File: config.mk
export PLATFORM = sky130hd
export DESIGN_NAME = hzd_ctrl
export DESIGN_NICKNAME = d
export VERILOG_FILES = /design/src/rtl/hzd_pkg.sv /design/src/rtl/hzd_src_match.sv /design/src/rtl/hzd_fwd_pick.sv /design/src/rtl/hzd_loaduse.sv /design/src/rtl/hzd_ctrl.sv
export SDC_FILE = /design/constraint.sdc
export NUM_CORES = 1
export LEC_CHECK = 0
export ABC_CLOCK_PERIOD_IN_PS = 3650
export BUFFER_PORTS_ARGS = -buffer_cell sky130_fd_sc_hd__buf_2
export CORE_AREA = 2 2 40 42
export CTS_BUF_LIST = sky130_fd_sc_hd__clkbuf_16
export CTS_CLUSTER_SIZE = 14
export DETAILED_ROUTE_END_ITERATION = 8
export DIE_AREA = 0 0 42 44
export HOLD_SLACK_MARGIN = 0.03
export PLACE_DENSITY = 0.82
export RECOVER_POWER = 50
export SLEW_MARGIN = 5
export SYNTH_ARGS = -nofsm -noshare
export SYNTH_HDL_FRONTEND = slang
export SYNTH_SLANG_ARGS = --single-unit
File: constraint.sdc
create_clock -name clk -period 3.65 [get_ports clk]
set_input_delay 1.095 -clock clk [delete_from_list [all_inputs] [get_ports clk]]
set_output_delay 1.095 -clock clk [all_outputs]
set_load 0.05 [all_outputs]
File: src/rtl/hzd_pkg.sv
package hzd_pkg;
   typedef logic [1:0] fwd_sel_t;
   localparam fwd_sel_t FWD_RF  = 2'b00;
   localparam fwd_sel_t FWD_EXM = 2'b10;
   localparam fwd_sel_t FWD_MWB = 2'b01;
endpackage

File: src/rtl/hzd_src_match.sv
// One comparator: does a pipeline-register destination supply this source?
module hzd_src_match #(
   parameter int AW      = 5,
   parameter bit ZERO_HW = 1'b1
) (
   input  logic [AW-1:0] src,
   input  logic [AW-1:0] dst,
   input  logic          dst_we,
   output logic          hit
);
   generate
      if (ZERO_HW) begin : g_zero_hw
         // register 0 reads as constant zero, never produced by anyone
         assign hit = dst_we && (dst == src) && (|src);
      end else begin : g_zero_gpr
         assign hit = dst_we && (dst == src);
      end
   endgenerate
endmodule

File: src/rtl/hzd_fwd_pick.sv
// Bypass select for a single execute-stage operand.
module hzd_fwd_pick
   import hzd_pkg::*;
#(
   parameter int AW      = 5,
   parameter bit ZERO_HW = 1'b1
) (
   input  logic [AW-1:0] src,
   input  logic [AW-1:0] exm_rd,
   input  logic          exm_we,
   input  logic          exm_ld,
   input  logic [AW-1:0] mwb_rd,
   input  logic          mwb_we,
   output fwd_sel_t      sel
);
   logic exm_hit;
   logic mwb_hit;
   logic exm_alu_we;

   // a load in execute/memory has no data yet, so it is not a source
   assign exm_alu_we = exm_we && !exm_ld;

   hzd_src_match #(.AW(AW), .ZERO_HW(ZERO_HW)) u_exm (
      .src(src), .dst(exm_rd), .dst_we(exm_alu_we), .hit(exm_hit)
   );
   hzd_src_match #(.AW(AW), .ZERO_HW(ZERO_HW)) u_mwb (
      .src(src), .dst(mwb_rd), .dst_we(mwb_we), .hit(mwb_hit)
   );

   always_comb begin
      if (exm_hit)      sel = FWD_EXM;   // younger result has priority
      else if (mwb_hit) sel = FWD_MWB;
      else              sel = FWD_RF;
   end
endmodule

File: src/rtl/hzd_loaduse.sv
// Load-use detection for the instruction sitting in decode.
module hzd_loaduse #(
   parameter int AW      = 5,
   parameter bit ZERO_HW = 1'b1,
   parameter int NSRC    = 2
) (
   input  logic [NSRC-1:0][AW-1:0] id_src,
   input  logic [AW-1:0]           ex_rd,
   input  logic                    ex_we,
   input  logic                    ex_ld,
   input  logic                    ex_valid,
   output logic                    hazard
);
   logic [NSRC-1:0] hits;
   logic            ld_we;

   assign ld_we = ex_valid && ex_ld && ex_we;

   for (genvar s = 0; s < NSRC; s++) begin : g_src
      hzd_src_match #(.AW(AW), .ZERO_HW(ZERO_HW)) u_m (
         .src(id_src[s]), .dst(ex_rd), .dst_we(ld_we), .hit(hits[s])
      );
   end

   assign hazard = |hits;
endmodule

File: src/rtl/hzd_ctrl.sv
module hzd_ctrl
   import hzd_pkg::*;
#(
   parameter int AW      = 5,
   parameter bit ZERO_HW = 1'b1
) (
   input  logic          clk,
   input  logic          rst_n,
   input  logic [AW-1:0] id_rs1,
   input  logic [AW-1:0] id_rs2,
   input  logic [AW-1:0] ex_rs1,
   input  logic [AW-1:0] ex_rs2,
   input  logic [AW-1:0] ex_rd,
   input  logic          ex_we,
   input  logic          ex_ld,
   input  logic [AW-1:0] exm_rd,
   input  logic          exm_we,
   input  logic          exm_ld,
   input  logic [AW-1:0] mwb_rd,
   input  logic          mwb_we,
   output logic [1:0]    fwd_a,
   output logic [1:0]    fwd_b,
   output logic          pc_we,
   output logic          ifid_en,
   output logic          idex_bubble
);
   localparam int NSRC = 2;

   if (AW < 1 || AW > 8) begin : g_bad_aw
      $error("hzd_ctrl: AW must lie in 1..8");
   end

   logic [NSRC-1:0][AW-1:0] ex_src;
   logic [NSRC-1:0][AW-1:0] id_src;
   fwd_sel_t                sel [NSRC];
   logic                    bubble_q;
   logic                    hazard;

   assign ex_src = {ex_rs2, ex_rs1};
   assign id_src = {id_rs2, id_rs1};

   for (genvar o = 0; o < NSRC; o++) begin : g_opnd
      hzd_fwd_pick #(.AW(AW), .ZERO_HW(ZERO_HW)) u_pick (
         .src(ex_src[o]),
         .exm_rd(exm_rd), .exm_we(exm_we), .exm_ld(exm_ld),
         .mwb_rd(mwb_rd), .mwb_we(mwb_we),
         .sel(sel[o])
      );
   end

   assign fwd_a = sel[0];
   assign fwd_b = sel[1];

   // the cycle after a stall, execute holds the inserted nop
   hzd_loaduse #(.AW(AW), .ZERO_HW(ZERO_HW), .NSRC(NSRC)) u_lu (
      .id_src(id_src), .ex_rd(ex_rd), .ex_we(ex_we), .ex_ld(ex_ld),
      .ex_valid(!bubble_q), .hazard(hazard)
   );

   always_ff @(posedge clk or negedge rst_n) begin
      if (!rst_n) bubble_q <= 1'b0;
      else        bubble_q <= hazard;
   end

   assign pc_we       = !hazard;
   assign ifid_en     = !hazard;
   assign idex_bubble = hazard;
endmodule

After elaboration in Yosys (flattened, before gate mapping)
Index checks and enable logic that the tools add are counted.
{ "op_classes": {"n_eq_ne": 6, "muxes": 4, "n_reduce_logical": 23} }
{ "ops": {"columns": ["operator", "count"], "rows": [
  ["== test 5 bit", 6],
  ["OR reduction 5 bit", 4],
  ["logical AND 1 bit", 15],
  ["2-to-1 mux 2 bit", 2],
  ["zero test 1 bit", 3],
  ["2-to-1 mux 1 bit", 2],
  ["OR reduction 2 bit", 1]
]} }
{ "word_totals": {"regBits": 1, "output_inout_bits": 7} }

Logic depth before layout (Yosys ltp)
Gate-level depths: netlist (run 1).
{ "depth": {"ltp_word": 7, "ltp_mapped": 5, "ltp_nobuf": 4} }

Hierarchy
A second synthesis (run 1) with hierarchy kept.
{ "hier_totals": {"hier_cells": 72, "hier_area_um2": 543.0} }
{ "by_module_without_submodules": {"columns": ["module", "n_inst", "cells_each", "area_per_inst_um2", "seq_area_each_um2"], "rows": [
  ["hzd_src_match", 6, 10, 70.1, 0.0],
  ["hzd_fwd_pick", 2, 3, 35.0, 0.0],
  ["hzd_ctrl", 1, 4, 40.0, 25.0],
  ["hzd_loaduse", 1, 2, 12.5, 0.0]
]} }

Worst setup path after synthesis (run 1)
No wires, ideal clock.
{ "synth_path": {"path_kind": "input port to output port", "start": "input ex_rs1[1]", "end": "output fwd_a[0]", "arrival_time_ns": 2.764, "setup_slack_ns": -0.209, "cell_stages": 4, "n_path_buf": 0, "cell_sequence": "or4_4 > nor2_4 > nor4_2 > nor4_2"} }
{ "synth_lines": {"columns": ["item", "line_no", "text"], "rows": [
  ["start: declaration", "hzd_ctrl.sv:11", "input logic [AW-1:0] ex_rs1,"],
  ["== test 5 bit", "hzd_src_match.sv:14", "assign hit = dst_we && (dst == src) && (|src);"],
  ["logical AND 1 bit", "hzd_src_match.sv:14", null],
  ["logical AND 1 bit (*)", "hzd_src_match.sv:14", null],
  ["named net g_opnd[0].u_pick.exm_hit", "hzd_fwd_pick.sv:16", "logic exm_hit;"],
  ["2-to-1 mux 2 bit (*)", "hzd_fwd_pick.sv:31", "if (exm_hit) sel = FWD_EXM;"],
  ["end: declaration", "hzd_ctrl.sv:21", "output logic [1:0] fwd_a,"]
]} }
Mark *: on every way through the listed nets, which the timed path passes. The rest lies on a longest branch.

Worst setup path after layout (run 1)
{ "layout_path": {"start": "input ex_rs2[1]", "end": "output fwd_b[0]"} }
{ "layout_between": {"elab_chain_len": 5} }
{ "layout_lines": {"columns": ["item", "line_no", "text"], "rows": [
  ["start: declaration", "hzd_ctrl.sv:12", "input logic [AW-1:0] ex_rs2,"],
  ["== test 5 bit", "hzd_src_match.sv:14", null],
  ["logical AND 1 bit (2 in a row)", "hzd_src_match.sv:14", null],
  ["2-to-1 mux 1 bit", "hzd_fwd_pick.sv:32", "else if (mwb_hit) sel = FWD_MWB;"],
  ["2-to-1 mux 2 bit (*)", "hzd_fwd_pick.sv:31", null],
  ["end: declaration", "hzd_ctrl.sv:22", "output logic [1:0] fwd_b,"]
]} }
Mark *: on every way between the ends. The rest lies on a longest branch, timed or not.

==> results of run 1 <==
==> power by group through the flow <==
| stage | logic, W | registers (W) | clock network, W |
|---|---|---|---|
| final | 0.0000792 | 0.0000115 | 0 |
| after global routing | 0.0000866 | 0.0000115 | 0 |
| after CTS | 0.0000801 | 0.0000115 | 0 |
| after detailed placement | 0.0000798 | 0.0000115 | 0 |
| after global placement | 0.0000781 | 0.0000115 | 0 |
| after floorplan | 0.0000409 | 0.0000115 | 0 |
==> routing by layer <==
metal / wire length, microns / GRT usage [%] / up-vias
li1: - / - / 317
met1: 457 / 12.7 / 268
met2: 692 / 34.7 / 49
met3: 211 / 2.50 / 2
met4: 1 / 0 / 0
met5: 0 / 0 / -
==> kinds of logic after synthesis <==
kind of cell / share of synthesized area [%]
AO/OA/AOI/OAI: 8.15
XOR/XNOR: 44.9
buffers and inverters: 5.92
flip-flops: 4.94
AND/OR/NAND/NOR: 36.0
==> worst min-delay path by stage <==
stage,to,slack [ns],depth (start not counted)
6_report,bubble_q,0.52,2
5_1_grt,bubble_q,0.58,2
4_1_cts,bubble_q,0.53,2
3_5_place_dp,bubble_q,0.53,2
3_3_place_gp,bubble_q,0.52,2
2_1_floorplan,bubble_q,0.74,2
==> final cells by class <==
type | count | area, sq um
fill | 133 | 642
multi-input combinational | 57 | 469
sequential | 1 | 25.0
tap | 16 | 20.0
inverter | 2 | 7.51
timing repair buffer | 50 | 255
==> layout by cell type, fill, tap and decap left out <==
master                     instances
sky130_fd_sc_hd__and2_1            2
sky130_fd_sc_hd__xnor2_1          17
sky130_fd_sc_hd__nand2_1           4
sky130_fd_sc_hd__clkbuf_2          2
sky130_fd_sc_hd__buf_2            46
sky130_fd_sc_hd__o21ai_0           1
sky130_fd_sc_hd__xor2_1            9
sky130_fd_sc_hd__inv_2             1
sky130_fd_sc_hd__nor3_1            3
sky130_fd_sc_hd__a21o_1            1
sky130_fd_sc_hd__clkinv_1          1
sky130_fd_sc_hd__nor4_2            1
sky130_fd_sc_hd__nor4_1            4
sky130_fd_sc_hd__buf_4             2
sky130_fd_sc_hd__nor2b_1           1
sky130_fd_sc_hd__o221ai_1          1
sky130_fd_sc_hd__nor2_4            2
sky130_fd_sc_hd__o21ai_1           1
sky130_fd_sc_hd__or4_4             2
sky130_fd_sc_hd__nand3b_1          1
sky130_fd_sc_hd__a21oi_1           1
sky130_fd_sc_hd__dfrtp_1           1
sky130_fd_sc_hd__nand4_1           3
sky130_fd_sc_hd__a221o_1           1
sky130_fd_sc_hd__nor4_4            2
==> through the flow <==
stage	worst slack [ns]	hold slack [ns]	utilization [%]	power, W
after floorplan	0.0690	0.736	-	0.0000523
after global placement	0.105	0.522	54.8	0.0000896
after detailed placement	0.0604	0.528	54.8	0.0000913
after CTS	0.0605	0.528	54.8	0.0000916
after global routing	0.0198	0.575	54.8	0.0000981
final	0.0693	0.524	54.8	0.0000907
==> worst reg2reg max path, stage by stage (launching register included) <==
cell                       delay, ns
sky130_fd_sc_hd__dfrtp_1        0.33
sky130_fd_sc_hd__nand3b_1       0.17
sky130_fd_sc_hd__a21oi_1        0.17
==> qor_table.md, run 1 <==
| Stage | Quantity | Value |
|:---|:---|:---|
| floorplanning | Die width | 42 microns |
| synth | Cell type contributing the most total cell area after synthesis | sky130_fd_sc_hd__xnor2_1 |
| timing | Maximum clock frequency | 279 MHz |
| cts | Hold-fix buffers, CTS | 0 |
| synth | Leading cell type by number of instances after synthesis | sky130_fd_sc_hd__xnor2_1 |
| route | First-pass detailed-route iteration total | 4 |
| global route | Initial antenna violation count | 0 |
| timing | Setup Viol. Count Final | 0 |
| power and ir drop | Pwr dens | 117 mW/mm^2 |
| finish | Number of flip-flops under the largest register name | 1 |
| finish | Antenna cells | 0 |
| synth | Average size of a mapped cell | 8.04 sq um |
| placed design | Count of input and output buffers | 48 |
| power and ir drop | Flop pwr share | 12.7% |
| critical path | Setup slack of the most critical reg-to-reg path | 2.89 ns |
| synth | Register area share after synthesis | 4.94% |
| power and ir drop | Worst IR Drop VDD | 0.0000472 V |
| floorplanning | Floorplan die area | 0.00185 sq mm |
| floorplanning | Placeable core region | 0.00142 sq mm |
| flow run | Max Cap Viol | 0 |
| critical path | Maximum fanout encountered on the critical timing path | 3 |
| placed design | Gpl congestion | 0.774 |
| critical path | Cell type of the slowest stage on the worst timing path | sky130_fd_sc_hd__or4_4 |
| synth | Ys async rst share | 100% |
| critical path | Most Frequent Cell on Critical Path | sky130_fd_sc_hd__buf_2 |
| floorplanning | Rows | 14 |
| min path | Hold path startpoint | bubble_q |
| route | DR iter-0 viols | 1 |
| critical path | Data required time of the critical path | 2.55 ns |
| min path | Worst min path class | reg2reg |
| placed design | Standard cell area after detailed placement | 777 sq um |
| finish | Synthesis-to-layout area growth | 53.3% |
| placed design | Number of placed instances, taps included | 126 |
| timing | Max-slew violation total from the final report | 0 |
| finish | Final design instance area without fill | 777 sq um |
| route | Total via count in the routed design | 636 |
| route | Final WL | 1360 microns |
| outcome | Status | finished clean |
| synth | Post-synth top flop | sky130_fd_sc_hd__dfrtp_1 |
| cts | Total of cells resized after clock tree synthesis | 0 |
| timing | Slew of the pin with the lowest slew margin | 0.444 ns |
| synth | Gate count after technology mapping | 63 |
| floorplanning | Starting Density | 35.7% |
| critical path | Data arrival at the endpoint of the critical path | 2.49 ns |
| power and ir drop | Internal power | 0.0000513 W |
| finish | Post-layout net count | 154 |
| power and ir drop | Switching part of the total power | 43.4% |
| cts | Setup Fix Bufs, Post-CTS | 0 |
| timing | Hold Fails Final Rpt | 0 |
| critical path | Top cell family by delay on the critical path | simple AND/OR/NAND/NOR gates |
| synth | Number of enable-type register cells in the synthesized netlist | 0 |
| synth | Cell types occupying the most area after synthesis | sky130_fd_sc_hd__xnor2_1, sky130_fd_sc_hd__xor2_1, sky130_fd_sc_hd__nor4_2, sky130_fd_sc_hd__dfrtp_1, sky130_fd_sc_hd__nor4_1 |
| finish | Regs by FF count | bubble_q: 1 flops |
| critical path | Depth of the worst register-to-register path | 2 |
| global route | Vias in the first global route | 604 |
| synth | Synthesized cell area | 507 sq um |
| critical path | Critical path class | in2out |
| critical path | Cells along the critical path | buf_2 -> or4_4 -> nor2_4 -> nor3_1 -> nor4_4 -> buf_2 |
| cts | Clock slew at the register clock pins of the worst setup and hold paths | 0 ns |
| power and ir drop | Standby leakage power | 0.340 nW |
| synth | Distinct cells, synth | 21 |
| critical path | Reg2reg start | bubble_q |
| critical path | Sort of element at the start of the critical path | primary input |
| global route | Congestion Overflow GR | 0 |
| timing | Normalized max-slew margin | 70.1% |
| synth | Share of the synthesized area in the top cell type | 29.4% |
| critical path | Number of logic stages on the critical path including buffering | 6 |
| cts | Insertion delay to the later sink of the worst-skew pair | 0 ns |
| power and ir drop | Clk network pwr share | 0% |
| timing | Setup TNS Final | 0 ns |
| critical path | Worst Setup EP | fwd_b[0] |
| timing | Period Utilization, post-route | 98.1% |
| synth | Number of warnings issued by yosys | 0 |
| power and ir drop | Power dissipated by switching net loads | 0.0000394 W |
| finish | Proportion of layout cells with a drive suffix above 1 | 52.7% |
| critical path | WP buf/inv | 2 |
| floorplanning | Die boundary height | 44 microns |
| finish | Register with the most flip-flops | bubble_q |
| synth | Mapped Nets | 105 |
| timing | Min Tclk post-route | 3.58 ns |
| critical path | Longest individual stage delay on the worst path | 0.54 ns |
| finish | Non-filler cells, final | 126 |
| timing | Worst clock skew | 0 ns |
| global route | Global-route wire length before repair | 2170 microns |
| route | Drt drc | 0 |
| critical path | Terminus of the critical flop-to-flop path | bubble_q |
| floorplanning | Ports | 49 |
| route | Post-detailed-route wirelength per cell | 10.8 microns |
| global route | Largest net degree at the start of global routing | 5 |
| global route | Global-route usage over all layers | 14.6% |
| timing | Setup repair after global routing missed its margin | no |
| critical path | Worst setup path startpoint | ex_rs2[1] |
| route | Vias/cell | 5.05 |
| synth | Seq cells post-synth | 1 |
| critical path | Setup crit end kind | output port |
| route | Number of antenna-violating nets in the routed design | 0 |
| synth | Most common library cells after synthesis | sky130_fd_sc_hd__xnor2_1, sky130_fd_sc_hd__xor2_1, sky130_fd_sc_hd__nand2_1, sky130_fd_sc_hd__nor4_1 |
| placed design | Half-perimeter wire length of the detailed placement result | 1310 microns |
| power and ir drop | Combinational fraction of design power | 87.3% |
No activity file was read; power rests on OpenSTA's default activity.
==> run 2: changes to the inputs <==
Settings changed: SETUP_SLACK_MARGIN from default to 0.15.
==> run 2 against run 1 <==
Against the previous run: hold slack gained 0.025 ns; clock skew stayed put; routed wire length up 4.6%; sequential power barely moved; sequential share of layout area is 0.061 points lower.
==> qor_table.md, run 2 (synthesis results as in run 1) <==
| Stage | Quantity | Value |
|:---|:---|:---|
| floorplanning | Placeable core region | 0.00142 sq mm |
| global route | Global-route wire length before repair | 2280 microns |
| route | Drt drc | 0 |
| placed design | Count of input and output buffers | 48 |
| floorplanning | Starting Density | 35.7% |
| power and ir drop | Standby leakage power | 0.331 nW |
| route | First-pass detailed-route iteration total | 4 |
| cts | Insertion delay to the later sink of the worst-skew pair | 0 ns |
| global route | Initial antenna violation count | 0 |
| finish | Commonest cells after routing, fill and taps aside | sky130_fd_sc_hd__buf_2, sky130_fd_sc_hd__xnor2_1, sky130_fd_sc_hd__xor2_1 |
| critical path | Data required time of the critical path | 2.55 ns |
| finish | Final design instance area without fill | 792 sq um |
| global route | Largest net degree at the start of global routing | 5 |
| finish | Proportion of layout cells with a drive suffix above 1 | 53.2% |
| finish | Number of inserted filler cells in the final layout | 143 |
| placed design | Standard cell area after detailed placement | 771 sq um |
| floorplanning | Floorplan die area | 0.00185 sq mm |
| min path | Worst min path class | reg2reg |
| critical path | Cells along the critical path | buf_2 -> or4_4 -> nor2_4 -> nor3_2 -> nor4_4 -> buf_6 |
| critical path | Maximum fanout encountered on the critical timing path | 3 |
| global route | Congestion Overflow GR | 0 |
| timing | Maximum clock frequency | 289 MHz |
| timing | Worst clock skew | 0 ns |
| power and ir drop | Flop pwr share | 12.4% |
| critical path | Sort of element at the start of the critical path | primary input |
| floorplanning | Die width | 42 microns |
| floorplanning | Ports | 49 |
| power and ir drop | Combinational fraction of design power | 87.6% |
| timing | Setup TNS Final | 0 ns |
| power and ir drop | Power dissipated by switching net loads | 0.0000404 W |
| critical path | Critical path class | in2out |
| power and ir drop | Worst IR Drop VDD | 0.0000497 V |
| critical path | Longest individual stage delay on the worst path | 0.55 ns |
| critical path | Data arrival at the endpoint of the critical path | 2.37 ns |
| timing | Hold Fails Final Rpt | 0 |
| timing | Setup repair after global routing missed its margin | yes |
| finish | Antenna cells | 0 |
| power and ir drop | Switching part of the total power | 43.7% |
| timing | Slew of the pin with the lowest slew margin | 0.606 ns |
| outcome | Status | finished clean |
| route | Final WL | 1430 microns |
| finish | Register with the most flip-flops | bubble_q |
| finish | Non-filler cells, final | 125 |
| timing | Setup Viol. Count Final | 0 |
| placed design | Gpl congestion | 0.794 |
| route | Number of antenna-violating nets in the routed design | 0 |
| route | DR iter-0 viols | 7 |
| global route | Vias in the first global route | 573 |
| flow run | Max Cap Viol | 0 |
| floorplanning | Rows | 14 |
| finish | Number of flip-flops under the largest register name | 1 |
| timing | Min Tclk post-route | 3.47 ns |
| finish | Commonest non-fill, non-tap cell in the layout | sky130_fd_sc_hd__buf_2 |
| placed design | Half-perimeter wire length of the detailed placement result | 1330 microns |
| critical path | Cell type of the slowest stage on the worst timing path | sky130_fd_sc_hd__or4_4 |
| floorplanning | Die boundary height | 44 microns |
| route | Total via count in the routed design | 636 |
| route | Vias/cell | 5.09 |
| cts | Clock slew at the register clock pins of the worst setup and hold paths | 0 ns |
| power and ir drop | Post-layout total power | 0.0000924 W |
| finish | Post-layout net count | 153 |
| finish | Regs by FF count | bubble_q: 1 flops |
| finish | Synthesis-to-layout area growth | 56.3% |
| timing | Max-slew violation total from the final report | 0 |
| timing | Normalized max-slew margin | 59.8% |
| timing | Period Utilization, post-route | 95.0% |
| route | Post-detailed-route wirelength per cell | 11.4 microns |
| critical path | Setup crit end kind | output port |
| timing | Worst hold slack across all endpoints | 0.548 ns |
| global route | Global-route usage over all layers | 15.3% |
| cts | Hold-fix buffers, CTS | 0 |
| power and ir drop | Pwr dens | 117 mW/mm^2 |
| placed design | Number of placed instances, taps included | 124 |
| power and ir drop | Clk network pwr share | 0% |
| power and ir drop | Internal power | 0.0000520 W |
[run 2: timing repair]
| action | in CTS | in global routing |
|---|---|---|
| setup buffers | 0 | 1 |
| pin swaps | 0 | 3 |
| hold endpoints to repair | 0 | 0 |
| setup endpoints to repair | 2 | 3 |
| gates resized for setup | 4 | 2 |
[run 2: through the flow]
stage / utilization, % / setup WS [ns]
floorplan: - / 0.112
global placement: 54.3 / 0.100
detailed placement: 54.3 / 0.0812
CTS: 55.2 / 0.154
global route: 55.8 / 0.104
finish: 55.8 / 0.184
[run 2: power by group through the flow]
stage               Clock, W  Combinational [W]  Sequential, W
floorplan                  0          0.0000416      0.0000115
global placement           0          0.0000784      0.0000115
detailed placement         0          0.0000804      0.0000115
CTS                        0          0.0000812      0.0000115
global route               0          0.0000886      0.0000115
finish                     0          0.0000809      0.0000115
[run 2: worst max-delay path, delay by kind of cell]
family	cells	cell delay, ns
simple gates	4	0.96
buf+inv	2	0.31
[run 2: worst paths after layout]
| path | start | end | slack [ns] | depth (start not counted) |
|---|---|---|---|---|
| max in group asynchronous | rst_n | bubble_q | 2.70 | 1 |
| worst min register to register | bubble_q | bubble_q | 0.55 | 2 |
| worst min-delay path | bubble_q | bubble_q | 0.55 | 2 |
| min in group asynchronous | rst_n | bubble_q | 0.87 | 1 |
| worst max register to register | bubble_q | bubble_q | 2.90 | 2 |
| worst max-delay path | ex_rs2[1] | fwd_b[0] | 0.18 | 6 |
[run 2: layout make-up]
| type | instances | area (sq um) | area share [%] |
|---|---|---|---|
| inverters | 2 | 7.51 | 0.948 |
| multi-input cells | 57 | 478 | 60.3 |
| flip-flops and latches | 1 | 25.0 | 3.16 |
| well taps | 16 | 20.0 | 2.53 |
| repair buffers | 49 | 262 | 33.0 |
[run 2: metal layers]
metal  part of all wire, %  GRT usage [%]  wire length (microns)  up-vias
li1                      -              -                      -      319
met1                    36           15.1                    520      280
met2                    53           34.7                    756       37
met3                    10           1.67                    147        0
met4                     0              0                      0        0
met5                     0              0                      0        -
